### src/rtl/aai_flash_pkg.sv
package aai_flash_pkg;
  localparam int ADDR_W = 24;

  localparam logic [7:0] OP_WREN  = 8'h06;
  localparam logic [7:0] OP_WRDI  = 8'h04;
  localparam logic [7:0] OP_RDSR  = 8'h05;
  localparam logic [7:0] OP_AAI   = 8'hAD;
  localparam logic [7:0] OP_RBON  = 8'h70;
  localparam logic [7:0] OP_RBOFF = 8'h80;

  localparam int ST_BUSY = 0;
  localparam int ST_WEL  = 1;
  localparam int ST_AAI  = 6;

  typedef struct packed {
    logic [ADDR_W-1:0] addr;
    logic [7:0]        d0;
    logic [7:0]        d1;
  } word_job_t;
endpackage

### src/rtl/aai_spi_rx.sv
module aai_spi_rx #(
  parameter int IDX_W = 3
) (
  input  logic             clk,
  input  logic             rst_n,
  input  logic             sck,
  input  logic             cs_n,
  input  logic             si,
  output logic             cs_low,
  output logic             cs_rise,
  output logic             sck_fall,
  output logic             byte_vld,
  output logic [7:0]       byte_val,
  output logic [IDX_W-1:0] byte_idx,
  output logic [IDX_W-1:0] nbytes
);
  localparam logic [IDX_W-1:0] IDX_MAX = {IDX_W{1'b1}};

  logic s_sck, s_sck_q, s_cs, s_cs_q, s_si;
  logic [2:0] bitc;
  logic [6:0] sh;
  logic sck_rise;

  assign cs_low   = ~s_cs;
  assign cs_rise  = s_cs & ~s_cs_q;
  assign sck_rise = s_sck & ~s_sck_q & ~s_cs;
  assign sck_fall = ~s_sck & s_sck_q & ~s_cs;

  always_ff @(posedge clk or negedge rst_n) begin
    if (!rst_n) begin
      s_sck   <= 1'b0;
      s_sck_q <= 1'b0;
      s_cs    <= 1'b1;
      s_cs_q  <= 1'b1;
      s_si    <= 1'b0;
    end else begin
      s_sck   <= sck;
      s_sck_q <= s_sck;
      s_cs    <= cs_n;
      s_cs_q  <= s_cs;
      s_si    <= si;
    end
  end

  always_ff @(posedge clk or negedge rst_n) begin
    if (!rst_n) begin
      bitc     <= '0;
      sh       <= '0;
      byte_vld <= 1'b0;
      byte_val <= '0;
      byte_idx <= '0;
      nbytes   <= '0;
    end else begin
      byte_vld <= 1'b0;
      if (s_cs) begin
        bitc   <= '0;
        nbytes <= '0;
      end else if (sck_rise) begin
        sh   <= {sh[5:0], s_si};
        bitc <= bitc + 3'd1;
        if (bitc == 3'd7) begin
          byte_vld <= 1'b1;
          byte_val <= {sh, s_si};
          byte_idx <= nbytes;
          if (nbytes != IDX_MAX) nbytes <= nbytes + 1'b1;
        end
      end
    end
  end
endmodule

### src/rtl/aai_cmd_ctrl.sv
module aai_cmd_ctrl
  import aai_flash_pkg::*;
#(
  parameter int IDX_W = 3
) (
  input  logic              clk,
  input  logic              rst_n,
  input  logic              byte_vld,
  input  logic [7:0]        byte_val,
  input  logic [IDX_W-1:0]  byte_idx,
  input  logic [IDX_W-1:0]  nbytes,
  input  logic              cs_rise,
  input  logic              busy,
  input  logic              prog_done,
  input  logic [ADDR_W-1:0] prot_start,
  output logic              wel,
  output logic              aai,
  output logic              rb_en,
  output logic              rd_start,
  output logic              start,
  output word_job_t         job
);
  localparam logic [IDX_W-1:0] N_OP   = IDX_W'(1);
  localparam logic [IDX_W-1:0] N_CONT = IDX_W'(3);
  localparam logic [IDX_W-1:0] N_FULL = IDX_W'(6);

  logic [7:0]        opcode;
  logic              cont;
  logic [ADDR_W-1:0] addr_r, next_word, first_word;
  logic [7:0]        d0, d1;
  logic              last_flag;
  logic              busy_g;
  logic              first_ok;

  assign busy_g     = busy | prog_done;
  assign first_word = {addr_r[ADDR_W-1:1], 1'b0};
  assign first_ok   = wel && ({addr_r[ADDR_W-1:1], 1'b1} < prot_start);
  assign rd_start   = byte_vld && (byte_idx == '0) && (byte_val == OP_RDSR);

  function automatic logic ends_run(input logic [ADDR_W-1:0] w,
                                    input logic [ADDR_W-1:0] lim);
    logic [ADDR_W:0] hi;
    hi = {1'b0, w} + (ADDR_W+1)'(3);
    return hi >= {1'b0, lim};
  endfunction

  always_ff @(posedge clk or negedge rst_n) begin
    if (!rst_n) begin
      opcode    <= '0;
      cont      <= 1'b0;
      addr_r    <= '0;
      d0        <= '0;
      d1        <= '0;
      next_word <= '0;
      last_flag <= 1'b0;
      wel       <= 1'b0;
      aai       <= 1'b0;
      rb_en     <= 1'b0;
      start     <= 1'b0;
      job       <= '0;
    end else begin
      start <= 1'b0;
      if (byte_vld) begin
        if (byte_idx == '0) begin
          opcode <= byte_val;
          cont   <= aai;
        end else if (!cont && byte_idx <= IDX_W'(3)) begin
          addr_r <= {addr_r[ADDR_W-9:0], byte_val};
        end
        if ((cont && byte_idx == IDX_W'(1)) || (!cont && byte_idx == IDX_W'(4))) d0 <= byte_val;
        if ((cont && byte_idx == IDX_W'(2)) || (!cont && byte_idx == IDX_W'(5))) d1 <= byte_val;
      end
      if (prog_done && last_flag) begin
        aai <= 1'b0;
        wel <= 1'b0;
      end
      if (cs_rise && !busy_g && nbytes >= N_OP) begin
        case (opcode)
          OP_WREN:  if (!aai) wel <= 1'b1;
          OP_WRDI:  begin wel <= 1'b0; aai <= 1'b0; end
          OP_RBON:  rb_en <= 1'b1;
          OP_RBOFF: rb_en <= 1'b0;
          OP_AAI: begin
            if (aai && cont && nbytes >= N_CONT) begin
              start     <= 1'b1;
              job       <= '{addr: next_word, d0: d0, d1: d1};
              next_word <= next_word + ADDR_W'(2);
              last_flag <= ends_run(next_word, prot_start);
            end else if (!aai && !cont && nbytes >= N_FULL && first_ok) begin
              start     <= 1'b1;
              aai       <= 1'b1;
              job       <= '{addr: first_word, d0: d0, d1: d1};
              next_word <= first_word + ADDR_W'(2);
              last_flag <= ends_run(first_word, prot_start);
            end
          end
          default: ;
        endcase
      end
    end
  end
endmodule

### src/rtl/aai_prog_unit.sv
module aai_prog_unit
  import aai_flash_pkg::*;
#(
  parameter int CNT_W = 16
) (
  input  logic              clk,
  input  logic              rst_n,
  input  logic              start,
  input  word_job_t         job,
  input  logic [CNT_W-1:0]  cycles,
  output logic              wr_valid,
  input  logic              wr_ready,
  output logic [ADDR_W-1:0] wr_addr,
  output logic [7:0]        wr_data,
  output logic              busy,
  output logic              done
);
  logic [CNT_W-1:0] cnt;
  logic [1:0]       phase;
  word_job_t        job_r;

  assign wr_valid = busy && (phase != 2'd2);
  assign wr_addr  = (phase == 2'd0) ? job_r.addr : {job_r.addr[ADDR_W-1:1], 1'b1};
  assign wr_data  = (phase == 2'd0) ? job_r.d0 : job_r.d1;

  always_ff @(posedge clk or negedge rst_n) begin
    if (!rst_n) begin
      cnt   <= '0;
      phase <= 2'd2;
      job_r <= '0;
      busy  <= 1'b0;
      done  <= 1'b0;
    end else begin
      done <= 1'b0;
      if (start) begin
        busy  <= 1'b1;
        phase <= 2'd0;
        job_r <= job;
        cnt   <= (cycles == '0) ? CNT_W'(1) : cycles;
      end else if (busy) begin
        if (cnt != '0) cnt <= cnt - 1'b1;
        if (wr_valid && wr_ready) phase <= phase + 2'd1;
        if (cnt == '0 && phase == 2'd2) begin
          busy <= 1'b0;
          done <= 1'b1;
        end
      end
    end
  end
endmodule

### src/rtl/aai_so_drv.sv
module aai_so_drv (
  input  logic       clk,
  input  logic       rst_n,
  input  logic       cs_low,
  input  logic       sck_fall,
  input  logic       rd_start,
  input  logic [7:0] status,
  input  logic       rb_mode,
  input  logic       busy,
  output logic       so,
  output logic       so_oe
);
  logic       rd_act;
  logic [2:0] bpos;
  logic [6:0] sh;
  logic       so_q;

  assign so    = rb_mode ? ~busy : so_q;
  assign so_oe = cs_low & (rb_mode | rd_act);

  always_ff @(posedge clk or negedge rst_n) begin
    if (!rst_n) begin
      rd_act <= 1'b0;
      bpos   <= '0;
      sh     <= '0;
      so_q   <= 1'b0;
    end else if (!cs_low) begin
      rd_act <= 1'b0;
      bpos   <= '0;
    end else begin
      if (rd_start) rd_act <= 1'b1;
      if (sck_fall && rd_act) begin
        bpos <= bpos + 3'd1;
        if (bpos == 3'd0) begin
          so_q <= status[7];
          sh   <= status[6:0];
        end else begin
          so_q <= sh[6];
          sh   <= {sh[5:0], 1'b0};
        end
      end
    end
  end
endmodule

### src/rtl/aai_flash_prog.sv
module aai_flash_prog
  import aai_flash_pkg::*;
#(
  parameter int CNT_W = 16,
  parameter int IDX_W = 3
) (
  input  logic              clk,
  input  logic              rst_n,
  input  logic              sck,
  input  logic              cs_n,
  input  logic              si,
  output logic              so,
  output logic              so_oe,
  input  logic [ADDR_W-1:0] prot_start,
  input  logic [CNT_W-1:0]  prog_cycles,
  output logic              wr_valid,
  input  logic              wr_ready,
  output logic [ADDR_W-1:0] wr_addr,
  output logic [7:0]        wr_data
);
  logic             cs_low, cs_rise, sck_fall, byte_vld;
  logic [7:0]       byte_val;
  logic [IDX_W-1:0] byte_idx, nbytes;
  logic             wel, aai, rb_en, rd_start, start, busy, done;
  word_job_t        job;
  logic [7:0]       status;

  always_comb begin
    status          = '0;
    status[ST_BUSY] = busy;
    status[ST_WEL]  = wel;
    status[ST_AAI]  = aai;
  end

  aai_spi_rx #(.IDX_W(IDX_W)) u_rx (
    .clk(clk), .rst_n(rst_n), .sck(sck), .cs_n(cs_n), .si(si),
    .cs_low(cs_low), .cs_rise(cs_rise), .sck_fall(sck_fall),
    .byte_vld(byte_vld), .byte_val(byte_val), .byte_idx(byte_idx), .nbytes(nbytes)
  );

  aai_cmd_ctrl #(.IDX_W(IDX_W)) u_ctrl (
    .clk(clk), .rst_n(rst_n), .byte_vld(byte_vld), .byte_val(byte_val),
    .byte_idx(byte_idx), .nbytes(nbytes), .cs_rise(cs_rise), .busy(busy),
    .prog_done(done), .prot_start(prot_start), .wel(wel), .aai(aai),
    .rb_en(rb_en), .rd_start(rd_start), .start(start), .job(job)
  );

  aai_prog_unit #(.CNT_W(CNT_W)) u_prog (
    .clk(clk), .rst_n(rst_n), .start(start), .job(job), .cycles(prog_cycles),
    .wr_valid(wr_valid), .wr_ready(wr_ready), .wr_addr(wr_addr), .wr_data(wr_data),
    .busy(busy), .done(done)
  );

  aai_so_drv u_so (
    .clk(clk), .rst_n(rst_n), .cs_low(cs_low), .sck_fall(sck_fall),
    .rd_start(rd_start), .status(status), .rb_mode(rb_en & aai), .busy(busy),
    .so(so), .so_oe(so_oe)
  );
endmodule

### config.mk
export PLATFORM = sky130hd
export DESIGN_NAME = aai_flash_prog
export DESIGN_NICKNAME = d
export VERILOG_FILES = /design/src/rtl/aai_flash_pkg.sv /design/src/rtl/aai_spi_rx.sv /design/src/rtl/aai_cmd_ctrl.sv /design/src/rtl/aai_prog_unit.sv /design/src/rtl/aai_so_drv.sv /design/src/rtl/aai_flash_prog.sv
export SDC_FILE = /design/constraint.sdc
export NUM_CORES = 1
export LEC_CHECK = 0
export BUFFER_PORTS_ARGS = -buffer_cell sky130_fd_sc_hd__buf_2
export CORE_MARGIN = 8
export CORE_UTILIZATION = 35
export CTS_CLUSTER_SIZE = 8
export DETAILED_ROUTE_END_ITERATION = 16
export GPL_TIMING_DRIVEN = 0
export SLEW_MARGIN = 10
export SYNTH_ARGS = -nofsm -noshare
export SYNTH_HDL_FRONTEND = slang
export SYNTH_SLANG_ARGS = --single-unit
### constraint.sdc
create_clock -name clk -period 9.35 [get_ports clk]
set_input_delay 1.87 -clock clk [delete_from_list [all_inputs] [get_ports clk]]
set_output_delay 1.87 -clock clk [all_outputs]
set_load 0.005 [all_outputs]
==> run metrics, run 1 <==
Final setup viols=0; Setup WS pre-CTS=3.74 ns; Starting Density=roughly a third; Global Route Usage Sum=between 15 and 20%; initial antenna violation count=0; DIE HEIGHT=208 µm; Post-DP HPWL=around 28 mm; setup ws final=3.53 ns; final instance area=14800 µm²; LEAKAGE=between 6 and 7 nW; Cell Count Post-Placement=around 1900; clock root cell=clkbuf_16; top cells by area, synth=dfrtp_1 42%, mux2_2 10%, ha_1 8.1%; end of the worst register-to-register path=u_ctrl.next_word[19]$_DFFE_PN0P_; hold depth=0; overall routed net length=37.7 mm; cells after synthesis=1319; first drt pass iteration count=5; postcts setup bufs=0; synthesized cell area=around 13000 µm²; CTS Sinks=around 220; Peak Freq=about 0.17 GHz; largest net degree at the start of global routing=around 100; crit path buf inv count=4; Worst setup SP type=flop; Clock Latency Late Sink=0.56 ns; final setup TNS=0 ns; Synth Area per Inst=9.76 µm²; crit share post-route=between 60% and 70%; hold_sp=u_rx.s_cs$_DFF_PN1_; Tot Pwr=0.00221 W; Worst EP required=9.76 ns; most common cell in the netlist=dfrtp_1; die area=~43000 µm²; Worst Tran Pin Value=~0.9 ns; DR vias/cell=5.46; layout cell share with drive strength beyond 1=about a fifth; Clock Skews=0.0152 ns; drc violations=0; synth unique cells=71; CTS tree=yes; Synth top area share=41.6%; max-slew violations=0; CP Data Arrival Time=slightly above 6 ns; row count=70; Final #Nets=around 1600; Crit Path Category=flop to flop; dpl cell area=between 10000 and 15000 µm²; status=completed; Worst IR Drop VDD=0.132 mV; IO Count=slightly above 80; number of global-route vias before repair=10800; IO buf count=80; crit path max fanout=10; CP endpoint kind=flop; Rel. slew slack=41.1%; CP cell instances=ha_1, ha_1, a211o_1, nand2_1, clkbuf_1, clkbuf_1, buf_1, nand2_1, nand2_1, ha_1, clkbuf_1, and3_1, nand3_1, or4_1, a21oi_2, mux2_2, o21ai_0, o21ai_0; DR iter-0 viols=748; TritonCTS Buffers=31; RSZ-0062 raised after global routing=false; Seq/Total Area, Yosys=42.2%; R2R setup slack=3.53 ns; core area=36400 µm²; R2R depth=18; hold endpoint=u_rx.s_cs_q$_DFF_PN1_; number of synthesized flops with an enable pin=0; growth of design area from synthesis to finish=15.0%; Synth top cells by count=214 x dfrtp_1, 175 x nand2_1, 116 x mux2_2; Worst path slowest cell=buf_1; total gr overflow=0; via count=roughly 10000; CTS H-tree depth=1; delay-heaviest family, CP=buffers and inverters; worst-case clock buffer depth=3; #FFs+latches synth=217; Ys Warns=0; Post-Syn Nets=1448; first-pass GRT wire length=60.0 mm; worst r2r src=u_rx.nbytes[1]$_DFFE_PN0P_; ys async rst share=100%; # diodes=0; die width=approximately 210 µm; routability cong.=0.932; leading area contributor after synthesis=dfrtp_1; Top FF cell, synth=dfrtp_1; Worst Hold Class=flop to flop; Clock transition at path regs=0.06 ns; final critical-path required period=between 5 and 6 ns; Layout Cells excl Fill=1916; Power Density=approximately 150 nW/µm²; CTS Hold Bufs=0; max incr delay on CP=0.58 ns; MaxCap Viol Count=0; Fin. Hold Viols=0; antenna-violating nets left=0; PostCTS Resize Cnt=0; routed len/inst=19.7 µm
[report_power, final]
part           switching, W  internal [W]  total [W]
Clock              0.000406      0.000609    0.00102
Combinational     0.0000903     0.0000759   0.000166
Sequential        0.0000385      0.000986    0.00102
[layout by cell type (no fill, tap or decap), types with 25 or more instances in the layout]
cell type	synthesis	routed
clkbuf_1	57	70
mux2i_1	25	25
inv_1	46	46
dfrtp_1	214	214
nor2_1	67	67
mux2_2	116	116
o21ai_0	75	75
xnor2_1	37	37
nand2_1	175	175
buf_2	8	87
nand3_1	44	44
a21oi_1	62	62
clkbuf_16	0	31
ha_1	83	83
[worst max-delay path by stage]
stage                                                   to  cells after the start  slack [ns]                       start
after floorplan           u_ctrl.next_word[19]$_DFFE_PN0P_                     18        5.11  u_rx.nbytes[0]$_DFFE_PN0P_
after global placement              u_rx.sh[6]$_DFFE_PN0P_                      1        2.50                       rst_n
after detailed placement  u_ctrl.next_word[19]$_DFFE_PN0P_                     18        3.74  u_rx.nbytes[1]$_DFFE_PN0P_
after CTS                 u_ctrl.next_word[19]$_DFFE_PN0P_                     18        3.71  u_rx.nbytes[1]$_DFFE_PN0P_
after global routing      u_ctrl.next_word[19]$_DFFE_PN0P_                     18        3.35  u_rx.nbytes[1]$_DFFE_PN0P_
final                     u_ctrl.next_word[19]$_DFFE_PN0P_                     18        3.53  u_rx.nbytes[1]$_DFFE_PN0P_
[registers in the layout (all words and copies together) (netlist names), 2 cells and up]
| name | count |
|---|---|
| u_ctrl.job | 39 |
| u_prog.job_r | 39 |
| u_ctrl.addr_r | 24 |
| u_ctrl.next_word | 23 |
| u_prog.cnt | 16 |
| u_ctrl.d0 | 8 |
| u_ctrl.d1 | 8 |
| u_ctrl.opcode | 8 |
| u_rx.byte_val | 8 |
| u_rx.sh | 7 |
| u_so.sh | 7 |
| u_rx.bitc | 3 |
| u_rx.byte_idx | 3 |
| u_rx.nbytes | 3 |
| u_so.bpos | 3 |
| u_prog.phase | 2 |
[metrics by stage]
stage	hold WS, ns	utilization (%)
after floorplan	0.380	-
after global placement	0.420	38.0
after detailed placement	0.422	38.2
after CTS	0.434	40.6
after global routing	0.441	40.6
final	0.436	40.6
[per-layer routing]
layer	GRT usage, %	up-vias	wire, µm
li1	-	4926	-
met1	22.0	5151	16400
met2	29.0	303	18200
met3	2.42	81	1820
met4	6.12	0	1240
met5	0	-	0
[area by class of cell]
cell class	instances	area [µm²]
fill	3581	21600
multi-input combinational	957	6810
sequential	217	5430
clock buffer	45	838
tap	468	586
buffer	99	473
timing repair buffer	82	465
inverter	46	173
clock inverter	2	25.0
[cell families (layout without fill, tap and decap cells)]
| group | count (synthesis) | in the layout | synth area share [%] |
|---|---|---|---|
| AOI/OAI and AO/OA | 249 | 249 | 12.3 |
| buffers and inverters | 145 | 274 | 5.02 |
| and+or+nand+nor | 428 | 428 | 16.4 |
| muxes | 141 | 141 | 12.1 |
| DFF | 217 | 217 | 42.2 |
| xor gates and xnor gates | 56 | 56 | 3.81 |
| adders and majority gates | 83 | 83 | 8.07 |
Note: power is estimated with default switching activity, not from simulation.
==> run 2: changes to the inputs <==
Settings changed: ABC_AREA set to 1.
Clock period 9.35 ns to 5.55 ns, I/O delays scaled along.
==> run 2 against run 1 <==
- via count increased by 5.2%
- sequential cell count unchanged
- clock power is 72% higher
- sequential share of layout area hardly changed
- synthesized cell count up 28%
- utilization about the same
- cell count grew 19%
- hold slack got worse by 0.077 ns
- final area hardly changed
- combinational power fell by 29%
- critical path type unchanged
- critical endpoint is now u_ctrl.last_flag$_DFFE_PN0P_
- largest cell class unchanged
- largest power group is now clock
==> run metrics, run 2 <==
Seq/Total Area, Yosys=42.3%; CTS Sinks=217; total gr overflow=0; CTS Hold Bufs=0; crit share post-route=60.5%; Power Density=235 nW/µm²; clock root cell=clkbuf_16; cell mode on critical path=nand2_1; CP endpoint kind=flop; ys async rst share=100%; Final #Nets=1932; Top FF cell, synth=dfrtp_1; most common cell in the netlist=nand2_1; Worst EP required=6.03 ns; Crit Path Category=flop to flop; IO buf count=80; DR vias/cell=between 4 and 5; layout cell share with drive strength beyond 1=11.2%; row count=70; die area=~43000 µm²; worst-case clock buffer depth=3; leading area contributor after synthesis=dfrtp_1; first drt pass iteration count=5; #FFs+latches synth=217; Post-Syn Nets=1817; MaxCap Viol Count=0; via count=around 11000; Peak Freq=0.298 GHz; Final setup viols=0; Worst IR Drop VDD=0.216 mV; Tot Pwr=between 0.003 and 0.004 W; routability cong.=0.920; drc violations=0; Post-DP HPWL=approximately 26 mm; Setup WS pre-CTS=1.92 ns; most frequent cells in the layout=530 x nand2_1, 214 x dfrtp_1, 194 x inv_1; final critical-path required period=3.36 ns; synthesized cell area=12900 µm²; final setup TNS=0 ns; Layout Utilization=40.6%; setup ws final=2.19 ns; commonest non-fill, non-tap cell in the layout=nand2_1; Starting Density=35.3%; Worst Hold Class=flop to flop; max-slew violations=0; Synth top area share=41.6%; Rel. slew slack=58.5%; Worst Tran Pin Value=0.615 ns; Synth Area per Inst=7.62 µm²; postcts setup bufs=0; Worst path slowest cell=dfrtp_1; DR iter-0 viols=689; status=completed; Synth top cells by count=530 x nand2_1, 214 x dfrtp_1, 194 x inv_1; registers with the most flip-flops=u_ctrl.job (39), u_prog.job_r (39), u_ctrl.addr_r (24); Ys Warns=0; Worst setup SP type=flop; CTS tree=yes; number of synthesized flops with an enable pin=0; top cells by area, synth=dfrtp_1 42%, nand2_1 15%, ha_1 8.1%; synth unique cells=52; Global Route Usage Sum=15.4%; Clock transition at path regs=0.06 ns; DIE HEIGHT=208 µm; number of global-route vias before repair=10900; PostCTS Resize Cnt=0; Clock Latency Late Sink=about 0.56 ns; cells after synthesis=1688; CP Data Arrival Time=3.84 ns; growth of design area from synthesis to finish=15.0%; overall routed net length=33.4 mm; CTS H-tree depth=1; # diodes=0; IO Count=just over 80; CP cell instances=ha_1, nand2_1, inv_1, nand4_1, nor2_1, nand2_1, nor3_4, nand3_1, nor2_1, xnor2_1, inv_1, ha_1, and3_1, nand4_1, a21oi_1, nor2_1, nand2_1, nand2_1, a21oi_1; crit path max fanout=6; max incr delay on CP=0.51 ns; die width=around 210 µm; RSZ-0062 raised after global routing=false; first-pass GRT wire length=56.0 mm; routed len/inst=14.6 µm; antenna-violating nets left=0; Clock Skews=0.0233 ns; initial antenna violation count=0; largest net degree at the start of global routing=between 90 and 100; Fin. Hold Viols=0; core area=between 30000 and 40000 µm²; LEAKAGE=7.65 nW; TritonCTS Buffers=31
## run 2: through the flow
stage | std cells | area [µm²] | hold slack [ns]
final | 2285 | 14800 | 0.359
after global routing | 2285 | 14800 | 0.369
after CTS | 2285 | 14800 | 0.361
after detailed placement | 2238 | 13900 | 0.356
after global placement | 2236 | 13800 | 0.356
after floorplan | 1688 | 12900 | 0.352
## run 2: kinds of logic after synthesis
family / Yosys count / synth area share (%)
and+or+nand+nor: 812 / 26.6
adders and majority gates: 83 / 8.08
AOI/OAI and AO/OA: 258 / 10.9
xor gates and xnor gates: 46 / 3.13
buffers and inverters: 272 / 9.08
DFF: 217 / 42.3
## run 2: area by class of cell
cell class	instances	area, µm²
buffer	73	417
clock buffer	45	828
clock inverter	2	50.0
fill	3754	21600
inverter	199	751
multi-input combinational	1199	6260
sequential	217	5430
tap	468	586
timing repair buffer	82	465
## run 2: path summary, 6_finish.rpt
kind | cells after the start | slack (ns) | start | end
worst max-delay path | 19 | 2.19 | u_ctrl.addr_r[2]$_DFFE_PN0P_ | u_ctrl.last_flag$_DFFE_PN0P_
worst min-delay path | 0 | 0.36 | u_rx.s_cs$_DFF_PN1_ | u_rx.s_cs_q$_DFF_PN1_
worst max register to register | 19 | 2.19 | u_ctrl.addr_r[2]$_DFFE_PN0P_ | u_ctrl.last_flag$_DFFE_PN0P_
worst min register to register | 0 | 0.36 | u_rx.s_cs$_DFF_PN1_ | u_rx.s_cs_q$_DFF_PN1_
max in group asynchronous | 3 | 3.91 | rst_n | u_ctrl.job[31]$_DFFE_PN0P_
min in group asynchronous | 1 | 0.48 | rst_n | u_rx.s_sck$_DFF_PN0_
## run 2: report_power, final
| group | internal, W | switching (W) | leakage [nW] | total (W) |
|---|---|---|---|---|
| clock | 0.00106 | 0.000688 | 0.422 | 0.00175 |
| sequential | 0.00160 | 0.00000817 | 2.89 | 0.00161 |
| combinational | 0.0000384 | 0.0000798 | 4.34 | 0.000118 |
| total | 0.00270 | 0.000775 | 7.65 | 0.00347 |
## run 2: routing by layer
metal  vias to the layer above  track usage, %  share of wire, %
met5                         -               0                 0
met4                         0            3.94               2.1
met3                        45            1.87               4.3
met2                       220            24.9                44
met1                      5117            21.7                50
li1                       5619               -                 -
## run 2: critical path, delay by kind of cell, from the launching register on
kind	cells	cell delay, ns
AND/OR/NAND/NOR	12	1.69
flip-flops	1	0.51
adder cells (fa/ha/maj)	2	0.51
AO/OA/AOI/OAI	2	0.28
buffers and inverters	2	0.16
XOR/XNOR	1	0.13
==> run 3: changes to the inputs <==
Clock period 5.55 ns to 3.5 ns, I/O delays scaled along.
==> run 3 against run 2 <==
- cell count increased by 0.31%
- power is 59% higher
- sequential cell count did not move
- global-route usage stayed put
- utilization increased by 0.20 points
- maximum frequency grew 4.2%
- critical path depth unchanged
- worst setup slack got worse by 1.9 ns
- clock skew grew 0.0012 ns
- count of clock-buffer cells in the layout did not move
==> run metrics, run 3 (synthesized netlist as in run 2, its figures left out) <==
DR vias/cell=4.80; CP Data Arrival Time=3.71 ns; CTS H-tree depth=1; Peak Freq=0.310 GHz; Clock transition at path regs=0.06 ns; number of global-route vias before repair=about 11000; crit path max fanout=5; CP endpoint kind=flop; die width=slightly above 200 µm; Final setup viols=0; DR iter-0 viols=610; row count=70; core area=between 30000 and 40000 µm²; Worst IR Drop VDD=0.343 mV; via count=11000; Starting Density=35.3%; final critical-path required period=between 3 and 4 ns; IO buf count=80; Worst setup SP type=flop; Hold WS=0.0717 ns; initial antenna violation count=0; Clock Skews=0.0245 ns; layout cell share with drive strength beyond 1=12.0%; MaxCap Viol Count=0; Final #Nets=roughly 1900; Worst Tran Pin Value=0.624 ns; total gr overflow=0; R2R setup slack=0.28 ns; Setup WS pre-CTS=0.165 ns; Gate power share=3.4%; Clock Latency Late Sink=roughly 0.56 ns; most frequent cells in the layout=530 x nand2_1, 210 x dfrtp_1, 194 x inv_1; Cell Count Post-Placement=2238; Global Route Usage Sum=15.4%; P_int=around 0.0043 W; worst-case clock buffer depth=3; end of the worst register-to-register path=u_ctrl.last_flag$_DFFE_PN0P_; final setup TNS=0 ns; Power Density=371 nW/µm²; Rel. slew slack=57.9%; IO Count=between 80 and 90; max-slew violations=0; growth of design area from synthesis to finish=15.6%; routed len/inst=~15 µm; routability cong.=between 0.9 and 1; die area=43100 µm²; power share of the sequential group=46.2%; CTS tree=yes; Layout Utilization=40.8%; LEAKAGE=~7.7 nW; worst r2r src=u_ctrl.addr_r[1]$_DFFE_PN0P_; setup ws final=0.277 ns; Psw=0.00123 W; Fin. Hold Viols=0; Post-DP HPWL=25.7 mm; registers with the most flip-flops=u_ctrl.job (39), u_prog.job_r (39), u_ctrl.addr_r (24); CTS Sinks=217; Crit Path Category=flop to flop; switching share of power=approximately 22%; largest net degree at the start of global routing=between 90 and 100; Worst Hold Class=input pin to asynchronous set/reset pin; clock share of power=50.4%; CTS Hold Bufs=0; status=completed; antenna-violating nets left=0; crit share post-route=92.1%; Worst EP required=about 4 ns; first-pass GRT wire length=roughly 56 mm; drc violations=0; commonest non-fill, non-tap cell in the layout=nand2_1; R2R depth=19; # diodes=0; DIE HEIGHT=208 µm; overall routed net length=33.4 mm; first drt pass iteration count=7; Layout Cells excl Fill=2292; TritonCTS Buffers=31; clock root cell=clkbuf_16
-- run 3: cell count changes in the layout (fill, tap and decap cells not counted) --
cell     delta
buf_4       +7
dfrtp_1     -4
dfrtp_2     +4
nand3_1     -1
nand3_2     +1
nor2_1      -4
nor2_2      +4
-- run 3: how the worst max path moves through the flow --
stage | startpoint | endpoint | cells past startpoint
6_report | u_ctrl.addr_r[1]$_DFFE_PN0P_ | u_ctrl.last_flag$_DFFE_PN0P_ | 19
5_1_grt | u_ctrl.addr_r[1]$_DFFE_PN0P_ | u_ctrl.last_flag$_DFFE_PN0P_ | 19
4_1_cts | u_ctrl.addr_r[2]$_DFFE_PN0P_ | u_ctrl.last_flag$_DFFE_PN0P_ | 19
3_5_place_dp | u_ctrl.addr_r[2]$_DFFE_PN0P_ | u_ctrl.last_flag$_DFFE_PN0P_ | 19
3_3_place_gp | rst_n | u_prog.job_r[35]$_DFFE_PN0P_ | 1
2_1_floorplan | u_ctrl.addr_r[2]$_DFFE_PN0P_ | u_ctrl.last_flag$_DFFE_PN0P_ | 19
-- run 3: final cells by class --
type                            instances  area (µm²)
Buffer                                 73         417
Clock buffer                           45         828
Clock inverter                          2        50.0
Fill cell                            3742       21600
Inverter                              199         751
Multi-Input combinational cell       1199        6270
Sequential cell                       217        5440
Tap cell                              468         586
Timing Repair Buffer                   89         518
-- run 3: power by group through the flow --
stage	logic, W	clock network (W)	registers [W]
after CTS	0.000194	0.00285	0.00255
after global placement	0.000178	0	0.00259
after floorplan	0.0000784	0	0.00259
after global routing	0.000222	0.00295	0.00255
after detailed placement	0.000193	0	0.00259
final	0.000188	0.00277	0.00255
-- run 3: critical path, stage by stage, from the launching register on --
cell and delay [ns]:
dfrtp_2 0.43, ha_1 0.18, nand2_1 0.08, inv_1 0.09
nand4_1 0.15, nor2_2 0.17, nand2_1 0.13, nor3_4 0.31
nand3_2 0.16, nor2_2 0.13, xnor2_1 0.12, inv_1 0.07
ha_1 0.28, and3_1 0.18, nand4_1 0.11, a21oi_1 0.14
nor2_1 0.07, nand2_1 0.13, nand2_1 0.07, a21oi_1 0.14
-- run 3: timing repair --
item / in CTS / in global routing
setup buffers: 0 / 7
resized for setup: 0 / 9
endpoints found under the setup margin: 0 / 1
-- run 3: metrics by stage --
step,area [µm²],total power [W]
6_report,14900,0.00551
5_1_grt,14900,0.00572
4_1_cts,14800,0.00559
3_5_place_dp,13900,0.00278
3_3_place_gp,13800,0.00277
2_1_floorplan,12900,0.00267
-- run 3: metal layers --
layer / up-vias / global-route usage, % / wire length [µm]
met5: - / 0 / 0
met4: 0 / 3.94 / 698
met3: 45 / 1.87 / 1450
met2: 214 / 24.9 / 14800
met1: 5112 / 21.7 / 16500
li1: 5638 / - / -
